==> src/rtl/hpp_pkg.sv <==
package hpp_pkg;
  // Strobes passed from control to datapath each cycle
  typedef struct packed {
    logic captureWr;  // host write strobe held low: track host data
    logic commitIn;   // move captured byte to inbound buffer
    logic commitCmd;  // move captured byte to command register
    logic loadOut;    // CPU loads outbound buffer
  } ctrlStrobes_t;
endpackage

==> src/rtl/hpp_sync.sv <==
module hpp_sync #(
  parameter int STAGES = 2
) (
  input  logic clk,
  input  logic rstN,
  input  logic asyncIn,
  output logic syncOut
);
  logic [STAGES-1:0] chain;

  generate
    for (genvar i = 0; i < STAGES; i++) begin : g_stage
      if (i == 0) begin : g_first
        always_ff @(posedge clk or negedge rstN)
          if (!rstN) chain[0] <= 1'b1;
          else       chain[0] <= asyncIn;
      end else begin : g_next
        always_ff @(posedge clk or negedge rstN)
          if (!rstN) chain[i] <= 1'b1;
          else       chain[i] <= chain[i-1];
      end
    end
  endgenerate

  assign syncOut = chain[STAGES-1];
endmodule

==> src/rtl/hpp_ctrl.sv <==
module hpp_ctrl
  import hpp_pkg::*;
#(
  parameter int SYNC_STAGES = 2
) (
  input  logic         clk,
  input  logic         rstN,
  input  logic         hostCsN,
  input  logic         hostWrN,
  input  logic         hostRdN,
  input  logic         hostAddr,
  input  logic         cpuInRd,
  input  logic         cpuOutWr,
  output ctrlStrobes_t strobes,
  output logic         inFull,
  output logic         outFull,
  output logic         cpuIrq
);
  logic wrSync, rdSync;
  logic wrPrev, rdPrev;
  logic wrAddrQ, wrCsNQ, rdAddrQ, rdCsNQ;
  logic wrRise, rdRise;
  logic clrOut;

  hpp_sync #(.STAGES(SYNC_STAGES)) u_wrSync (
    .clk(clk), .rstN(rstN), .asyncIn(hostWrN), .syncOut(wrSync));
  hpp_sync #(.STAGES(SYNC_STAGES)) u_rdSync (
    .clk(clk), .rstN(rstN), .asyncIn(hostRdN), .syncOut(rdSync));

  // Edge history and address/select capture while each strobe is low
  always_ff @(posedge clk or negedge rstN) begin
    if (!rstN) begin
      wrPrev  <= 1'b1;
      rdPrev  <= 1'b1;
      wrAddrQ <= 1'b0;
      wrCsNQ  <= 1'b1;
      rdAddrQ <= 1'b0;
      rdCsNQ  <= 1'b1;
    end else begin
      wrPrev <= wrSync;
      rdPrev <= rdSync;
      if (!wrSync) begin
        wrAddrQ <= hostAddr;
        wrCsNQ  <= hostCsN;
      end
      if (!rdSync) begin
        rdAddrQ <= hostAddr;
        rdCsNQ  <= hostCsN;
      end
    end
  end

  assign wrRise = wrSync & ~wrPrev;
  assign rdRise = rdSync & ~rdPrev;
  assign clrOut = rdRise & ~rdCsNQ & ~rdAddrQ;

  always_comb begin
    strobes.captureWr = ~wrSync;
    strobes.commitIn  = wrRise & ~wrCsNQ & ~wrAddrQ;
    strobes.commitCmd = wrRise & ~wrCsNQ & wrAddrQ;
    strobes.loadOut   = cpuOutWr;
  end

  // Handshake flags: setting events take priority over clearing events
  always_ff @(posedge clk or negedge rstN) begin
    if (!rstN) begin
      inFull  <= 1'b0;
      outFull <= 1'b0;
      cpuIrq  <= 1'b0;
    end else begin
      cpuIrq <= strobes.commitIn;
      if (strobes.commitIn)  inFull <= 1'b1;
      else if (cpuInRd)      inFull <= 1'b0;
      if (cpuOutWr)          outFull <= 1'b1;
      else if (clrOut)       outFull <= 1'b0;
    end
  end
endmodule

==> src/rtl/hpp_datapath.sv <==
module hpp_datapath
  import hpp_pkg::*;
#(
  parameter int DATA_W = 8
) (
  input  logic              clk,
  input  logic              rstN,
  input  ctrlStrobes_t      strobes,
  input  logic [DATA_W-1:0] hostDataIn,
  input  logic [DATA_W-1:0] cpuOutData,
  input  logic              hostAddr,
  input  logic              hostDataOe,
  input  logic              inFull,
  input  logic              outFull,
  output logic [DATA_W-1:0] hostDataOut,
  output logic [DATA_W-1:0] cpuInData,
  output logic [DATA_W-1:0] cpuCmdData
);
  localparam int PAD_W = DATA_W - 2;

  logic [DATA_W-1:0] holdData;
  logic [DATA_W-1:0] inBuf;
  logic [DATA_W-1:0] cmdBuf;
  logic [DATA_W-1:0] outBuf;
  logic [DATA_W-1:0] statusByte;

  always_ff @(posedge clk or negedge rstN) begin
    if (!rstN) begin
      holdData <= '0;
      inBuf    <= '0;
      cmdBuf   <= '0;
      outBuf   <= '0;
    end else begin
      if (strobes.captureWr) holdData <= hostDataIn;
      if (strobes.commitIn)  inBuf    <= holdData;
      if (strobes.commitCmd) cmdBuf   <= holdData;
      if (strobes.loadOut)   outBuf   <= cpuOutData;
    end
  end

  assign statusByte  = {{PAD_W{1'b0}}, outFull, inFull};
  assign hostDataOut = !hostDataOe ? '0 : (hostAddr ? statusByte : outBuf);
  assign cpuInData   = inBuf;
  assign cpuCmdData  = cmdBuf;
endmodule

==> src/rtl/host_mailbox_port.sv <==
module host_mailbox_port
  import hpp_pkg::*;
#(
  parameter int DATA_W      = 8,
  parameter int SYNC_STAGES = 2
) (
  input  logic              clk,
  input  logic              rstN,
  input  logic              hostCsN,
  input  logic              hostWrN,
  input  logic              hostRdN,
  input  logic              hostAddr,
  input  logic [DATA_W-1:0] hostDataIn,
  output logic [DATA_W-1:0] hostDataOut,
  output logic              hostDataOe,
  output logic              inFullN,
  output logic              outFull,
  output logic              cpuIrq,
  input  logic              cpuInRd,
  output logic [DATA_W-1:0] cpuInData,
  output logic [DATA_W-1:0] cpuCmdData,
  input  logic              cpuOutWr,
  input  logic [DATA_W-1:0] cpuOutData
);
  ctrlStrobes_t strobes;
  logic         inFull;

  // Bus drive follows the raw host pins, no clock involved
  assign hostDataOe = ~hostCsN & ~hostRdN;
  assign inFullN    = ~inFull;

  hpp_ctrl #(.SYNC_STAGES(SYNC_STAGES)) u_ctrl (
    .clk(clk), .rstN(rstN),
    .hostCsN(hostCsN), .hostWrN(hostWrN), .hostRdN(hostRdN), .hostAddr(hostAddr),
    .cpuInRd(cpuInRd), .cpuOutWr(cpuOutWr),
    .strobes(strobes), .inFull(inFull), .outFull(outFull), .cpuIrq(cpuIrq));

  hpp_datapath #(.DATA_W(DATA_W)) u_dp (
    .clk(clk), .rstN(rstN), .strobes(strobes),
    .hostDataIn(hostDataIn), .cpuOutData(cpuOutData),
    .hostAddr(hostAddr), .hostDataOe(hostDataOe),
    .inFull(inFull), .outFull(outFull),
    .hostDataOut(hostDataOut), .cpuInData(cpuInData), .cpuCmdData(cpuCmdData));
endmodule

==> config.mk <==
export PLATFORM = sky130hd
export DESIGN_NAME = host_mailbox_port
export DESIGN_NICKNAME = d
export VERILOG_FILES = /design/src/rtl/hpp_pkg.sv /design/src/rtl/hpp_sync.sv /design/src/rtl/hpp_ctrl.sv /design/src/rtl/hpp_datapath.sv /design/src/rtl/host_mailbox_port.sv
export SDC_FILE = /design/constraint.sdc
export NUM_CORES = 1
export LEC_CHECK = 0
export BUFFER_PORTS_ARGS = -buffer_cell sky130_fd_sc_hd__buf_2
export CAP_MARGIN = 20
export CORE_MARGIN = 3
export CORE_UTILIZATION = 45
export CTS_CLUSTER_DIAMETER = 120
export CTS_CLUSTER_SIZE = 16
export DETAILED_ROUTE_END_ITERATION = 12
export HOLD_SLACK_MARGIN = 0.02
export PLACE_DENSITY = 0.71
export REMOVE_ABC_BUFFERS = 1
export SETUP_SLACK_MARGIN = 0.02
export SLEW_MARGIN = 20
export SYNTH_ARGS = -nofsm -noshare
export SYNTH_HDL_FRONTEND = slang
export SYNTH_SLANG_ARGS = --single-unit
==> constraint.sdc <==
create_clock -name clk -period 1.8 [get_ports clk]
set_input_delay 0.27 -clock clk [delete_from_list [all_inputs] [get_ports clk]]
set_output_delay 0.27 -clock clk [all_outputs]
set_load 0.03 [all_outputs]
======== Word level (Yosys, flattened, before mapping) ========
Index checks and enable logic that the tools add are counted.
word-level totals
  word-level logic and storage cells ...... 42
  input bits .............................. 24
  register bits after elaboration ......... 45
  output and inout port bits .............. 28
cells by class
  bitwise operators ....................... 17
  reduce and logical (&&, ||, !) cells .... 2
  mux-type cells .......................... 6
operators with widths
  operator            number
  two-way mux 8 bit   2
  NOT 1 bit           9
  bitwise AND 1 bit   8
  two-way mux 1 bit   4
  nonzero test 2 bit  2

======== Logic depth before layout (Yosys ltp) ========
  depth in word-level cells ............... 6
  mapped depth ............................ 3
  depth with buffers taken out ............ 2

======== Modules after synthesis ========
From an unflattened synthesis, not the netlist that was laid out.
second synthesis, totals
  cell total of the unflattened synthesis .. 106
  area, all modules ....................... 1856.8 µm²
by module, submodules not included
  module             area each (µm²)  sequential area each (µm²)  cells each  instances
  hpp_datapath       1405.1           800.8                       79          1
  hpp_ctrl           339.1            230.2                       21          1
  hpp_sync           52.6             52.6                        2           2
  host_mailbox_port  7.5              0.0                         2           1

======== Least setup slack after synthesis ========
Ideal clock, no wire load.
  path kind ............................... register to output
  start ................................... register u_ctrl.outFull
  end ..................................... output hostDataOut[1]
  setup slack ............................. 240 ps
  cell stages (with the launch flop) ...... 3
  required time ........................... 1530 ps
  arrival ................................. 1290 ps
  buffers on the path ..................... 0
  cells stage by stage .................... dfrtp_1 mux2i_1 nor3_1
between the ends
  cells in the longest elaborated chain, start to end .. 2
RTL lines
  element                          line                     source
  start, declared                  hpp_ctrl.sv:16           output logic outFull,
  start signal, assigned           hpp_ctrl.sv:68           outFull <= 1'b0;
  start signal, assigned           hpp_ctrl.sv:74           if (cpuOutWr) outFull <= 1'b1;
  start signal, assigned           hpp_ctrl.sv:75           else if (clrOut) outFull <= 1'b0;
  two-way mux 8 bit (2 in series)  hpp_datapath.sv:42       assign hostDataOut = !hostDataOe ? '0 : (hostAddr ? statusByte : outBuf);
  end, declared                    host_mailbox_port.sv:14  output logic [DATA_W-1:0] hostDataOut,
No other way between the ends.

======== Final worst setup path ========
  start ................................... register u_ctrl.u_wrSync.chain[1], in the netlist u_ctrl.u_wrSync.syncOut
  end ..................................... register u_dp.inBuf[0], in the netlist u_dp.cpuInData[0]
between the ends
  cells in the longest elaborated chain, start to end .. 3
RTL lines
  element                          line                source
  start, declared                  hpp_sync.sv:9       logic [STAGES-1:0] chain;
  start signal, assigned by index  hpp_sync.sv:20      else chain[i] <= chain[i-1];
  bitwise AND 1 bit                hpp_ctrl.sv:53      assign wrRise = wrSync & ~wrPrev;
  bitwise AND 1 bit (2 in series)  hpp_ctrl.sv:59      strobes.commitIn = wrRise & ~wrCsNQ & ~wrAddrQ;
  end signal, assigned             hpp_datapath.sv:35  if (strobes.commitIn) inBuf <= holdData;
  end, declared                    hpp_datapath.sv:22  logic [DATA_W-1:0] inBuf;
No other way between the ends.
A chain may end at the register's enable or synchronous reset.

==> run_results.csv <==
group,metric,value,unit
final_layout,syn_to_final_growth,24.9,%
drt,vias,1022,
run_status,status,"finished clean",
placed_design,io_buffers,51,
yosys,synth_warnings,0,
clocking,post-cts-setup-buffers,0,
yosys,netlist_area,0.00177,mm²
clocking,clock_latency,0.30,ns
placed_design,finalWeightedCongestion,0.733,
min_path,hold_depth,1,
critical_path,cp-end-kind,"register",
clocking,clock-root-buffer,"clkbuf_8",
sta,period_needed,1.50,ns
sta,setup_viol,0,
drt,routed_wl,3.29,mm
yosys,synth_top_cell_by_area,"dfrtp_1",
sta,fmax,0.666,GHz
min_path,hold_path_end,"u_ctrl.u_wrSync.chain[0]",
sta,finalHoldViolCount,0,
drt,viasPerCell,4.80,
die,die_h,68.7,µm
yosys,ys_top_cells_by_area,"dfrtp_1, mux2_4, mux2_2, dfstp_2, and2_1",
power_and_ir_drop,vdd_drop_max,0.572,mV
yosys,synth-seq-area-share,64.3,%
global_route,overflow,0,
flow_run,drv_cap,0,
final_layout,layout.cells.non_filler,213,
clocking,ctsResizeCount,0,
global_route,grt_usage,16.0,%
die,num_rows,22,
clocking,cts-htree-levels,2,
power_and_ir_drop,leakage,1.07,nW
die,start_util,47.5,%
critical_path,crit_path_start_kind,"register",
sta,finalSetupTns,0,ns
drt,drt-initial-drc-count,46,
global_route,grt_first_pass_wirelength,5.36,mm
sta,worst_hold_slack,0.0744,ns
yosys,yosysUniqueCellTypes,16,
final_layout,layout_commonest_cell,"buf_2",
yosys,synth_top_cell_area_share,52.4,%
clocking,holdBufCountCts,1,
critical_path,critPathBufInv,1,
sta,worst_pin_slew,0.436,ns
die,dieWidth,68.7,µm
clocking,cts_sinks,45,
clocking,clk_pin_slew,0.08,ns
clocking,cts_made_buffers,5,
power_and_ir_drop,finalPower,0.00275,W
die,top_level_ports,52,
critical_path,slowest_delay,0.57,ns
placed_design,place_hpwl,2.45,mm
critical_path,r2r_start,"u_ctrl.u_wrSync.syncOut",
drt,post-route-drc-count,0,
sta,maxSlewHeadroom,70.7,%
critical_path,worstPathArrival,1.68,ns
sta,skew,0.00653,ns
critical_path,crit_required,1.98,ns
clocking,clockBufferDepth,2,
power_and_ir_drop,power_density,1250,mW/mm²
critical_path,cp_max_fo,8,
critical_path,crit_chain,"nor4b_2, buf_4, mux2_4",
sta,finalCritPeriodShare,83.4,%
yosys,synthCells,103,
final_layout,drive_gt1_share,66.7,%
yosys,ys_ff_latch,45,
die,core-area,0.00372,mm²
global_route,antenna_found_initial,0,
min_path,min_from,"hostWrN",
global_route,grt_pass1_vias,1053,
global_route,grt_max_degree,21,
critical_path,cp_top_family,"flip-flops",
final_layout,num_antenna_cells,0,
die,die_area,0.00471,mm²
critical_path,regToRegEndpoint,"u_dp.cpuInData[0]",
critical_path,critPathKind,"register to register",
sta,rsz0062_at_grt,"false",
final_layout,fin_nets,188,
drt,dr.pass1.iters,4,
drt,postRouteAntennaNets,0,
min_path,hold_class,"input port to register",
final_layout,layout_common_cells,"buf_2, dfrtp_1, mux2_2",
critical_path,cpMaxStageDelayCell,"dfstp_2",
clocking,cts_tree,"yes",
placed_design,dp.cells,204,
yosys,postSynthAreaPerCell,17.2,µm²
sta,finalMaxSlewViolations,0,
drt,wl_per_cell,15.4,µm
critical_path,rr_worst_depth,3,
critical_path,reg2reg_slack,0.30,ns
## power by group
| part | leakage (nW) | internal [W] | total [W] | switching (W) |
|---|---|---|---|---|
| Combinational | 0.490 | 0.000333 | 0.000771 | 0.000438 |
| Sequential | 0.522 | 0.00120 | 0.00131 | 0.000110 |
| Clock | 0.0542 | 0.000347 | 0.000664 | 0.000318 |
| Total | 1.07 | 0.00188 | 0.00275 | 0.000865 |
## per-stage QoR
stage          area (µm²)  setup WS, ns  utilization [%]
6_report             2210         0.299             59.4
5_1_grt              2210         0.178             59.4
4_1_cts              2210         0.296             59.4
3_5_place_dp         2090         0.298             56.4
3_3_place_gp         2090         0.317             56.4
2_1_floorplan        1730        -0.198                -
## cells in the mapped netlist
| library cell | number |
|---|---|
| a21o_1 | 1 |
| and2_1 | 6 |
| and4bb_1 | 1 |
| buf_2 | 2 |
| buf_6 | 2 |
| dfrtp_1 | 37 |
| dfstp_2 | 8 |
| inv_1 | 1 |
| mux2_2 | 20 |
| mux2_4 | 16 |
| mux2i_1 | 2 |
| nor2_1 | 1 |
| nor3_1 | 3 |
| nor4b_2 | 1 |
| o21bai_1 | 1 |
| or4b_1 | 1 |
## worst max path at each step
stage,from,end,slack (ns),cells past startpoint
finish,u_ctrl.u_wrSync.syncOut,u_dp.cpuInData[0],0.30,3
global route,hostAddr,hostDataOut[3],0.18,4
CTS,u_ctrl.u_wrSync.syncOut,u_dp.cpuInData[0],0.30,3
detailed placement,hostAddr,hostDataOut[3],0.30,4
global placement,u_ctrl.u_wrSync.syncOut,u_dp.cpuInData[1],0.32,3
floorplan,u_ctrl.u_wrSync.syncOut,u_dp.cpuInData[0],-0.20,2
## area by class of cell
type	instances	area, µm²
clock buffers	7	96.3
fillers	314	1510
clock inverters	1	5.00
flip-flops and latches	45	1140
multi-input cells	53	594
inverters	1	3.75
well taps	48	60.1
repair buffers	58	310
## cells by family after synthesis
| group | after synthesis | synth area share [%] |
|---|---|---|
| AOI/OAI and AO/OA | 2 | 0.850 |
| DFF | 45 | 64.3 |
| and+or+nand+nor | 13 | 5.31 |
| buffers and inverters | 5 | 2.05 |
| muxes | 38 | 27.5 |
## routing by layer
layer	track usage [%]	vias up	share of wire [%]
met3	4.86	5	4.1
met5	0	-	0
li1	-	481	-
met2	25.0	23	51
met4	5.21	0	1.5
met1	21.3	513	43
## state kept, by name (all words and copies together), names as in the netlist
| register | flops |
|---|---|
| u_ctrl.cpuIrq | 1 |
| u_ctrl.inFull | 1 |
| u_ctrl.outFull | 1 |
| u_ctrl.rdAddrQ | 1 |
| u_ctrl.rdCsNQ | 1 |
| u_ctrl.rdPrev | 1 |
| u_ctrl.u_rdSync.chain | 1 |
| u_ctrl.u_rdSync.syncOut | 1 |
| u_ctrl.u_wrSync.chain | 1 |
| u_ctrl.u_wrSync.syncOut | 1 |
| u_ctrl.wrAddrQ | 1 |
| u_ctrl.wrCsNQ | 1 |
| u_ctrl.wrPrev | 1 |
| u_dp.cpuCmdData | 8 |
| u_dp.cpuInData | 8 |
| u_dp.holdData | 8 |
| u_dp.outBuf | 8 |
## worst reg2reg max path: stages (launching register included)
cell and delay, ns:
dfstp_2 0.57, nor4b_2 0.23, buf_4 0.26, mux2_4 0.32
No activity file was read; power rests on OpenSTA's default activity.
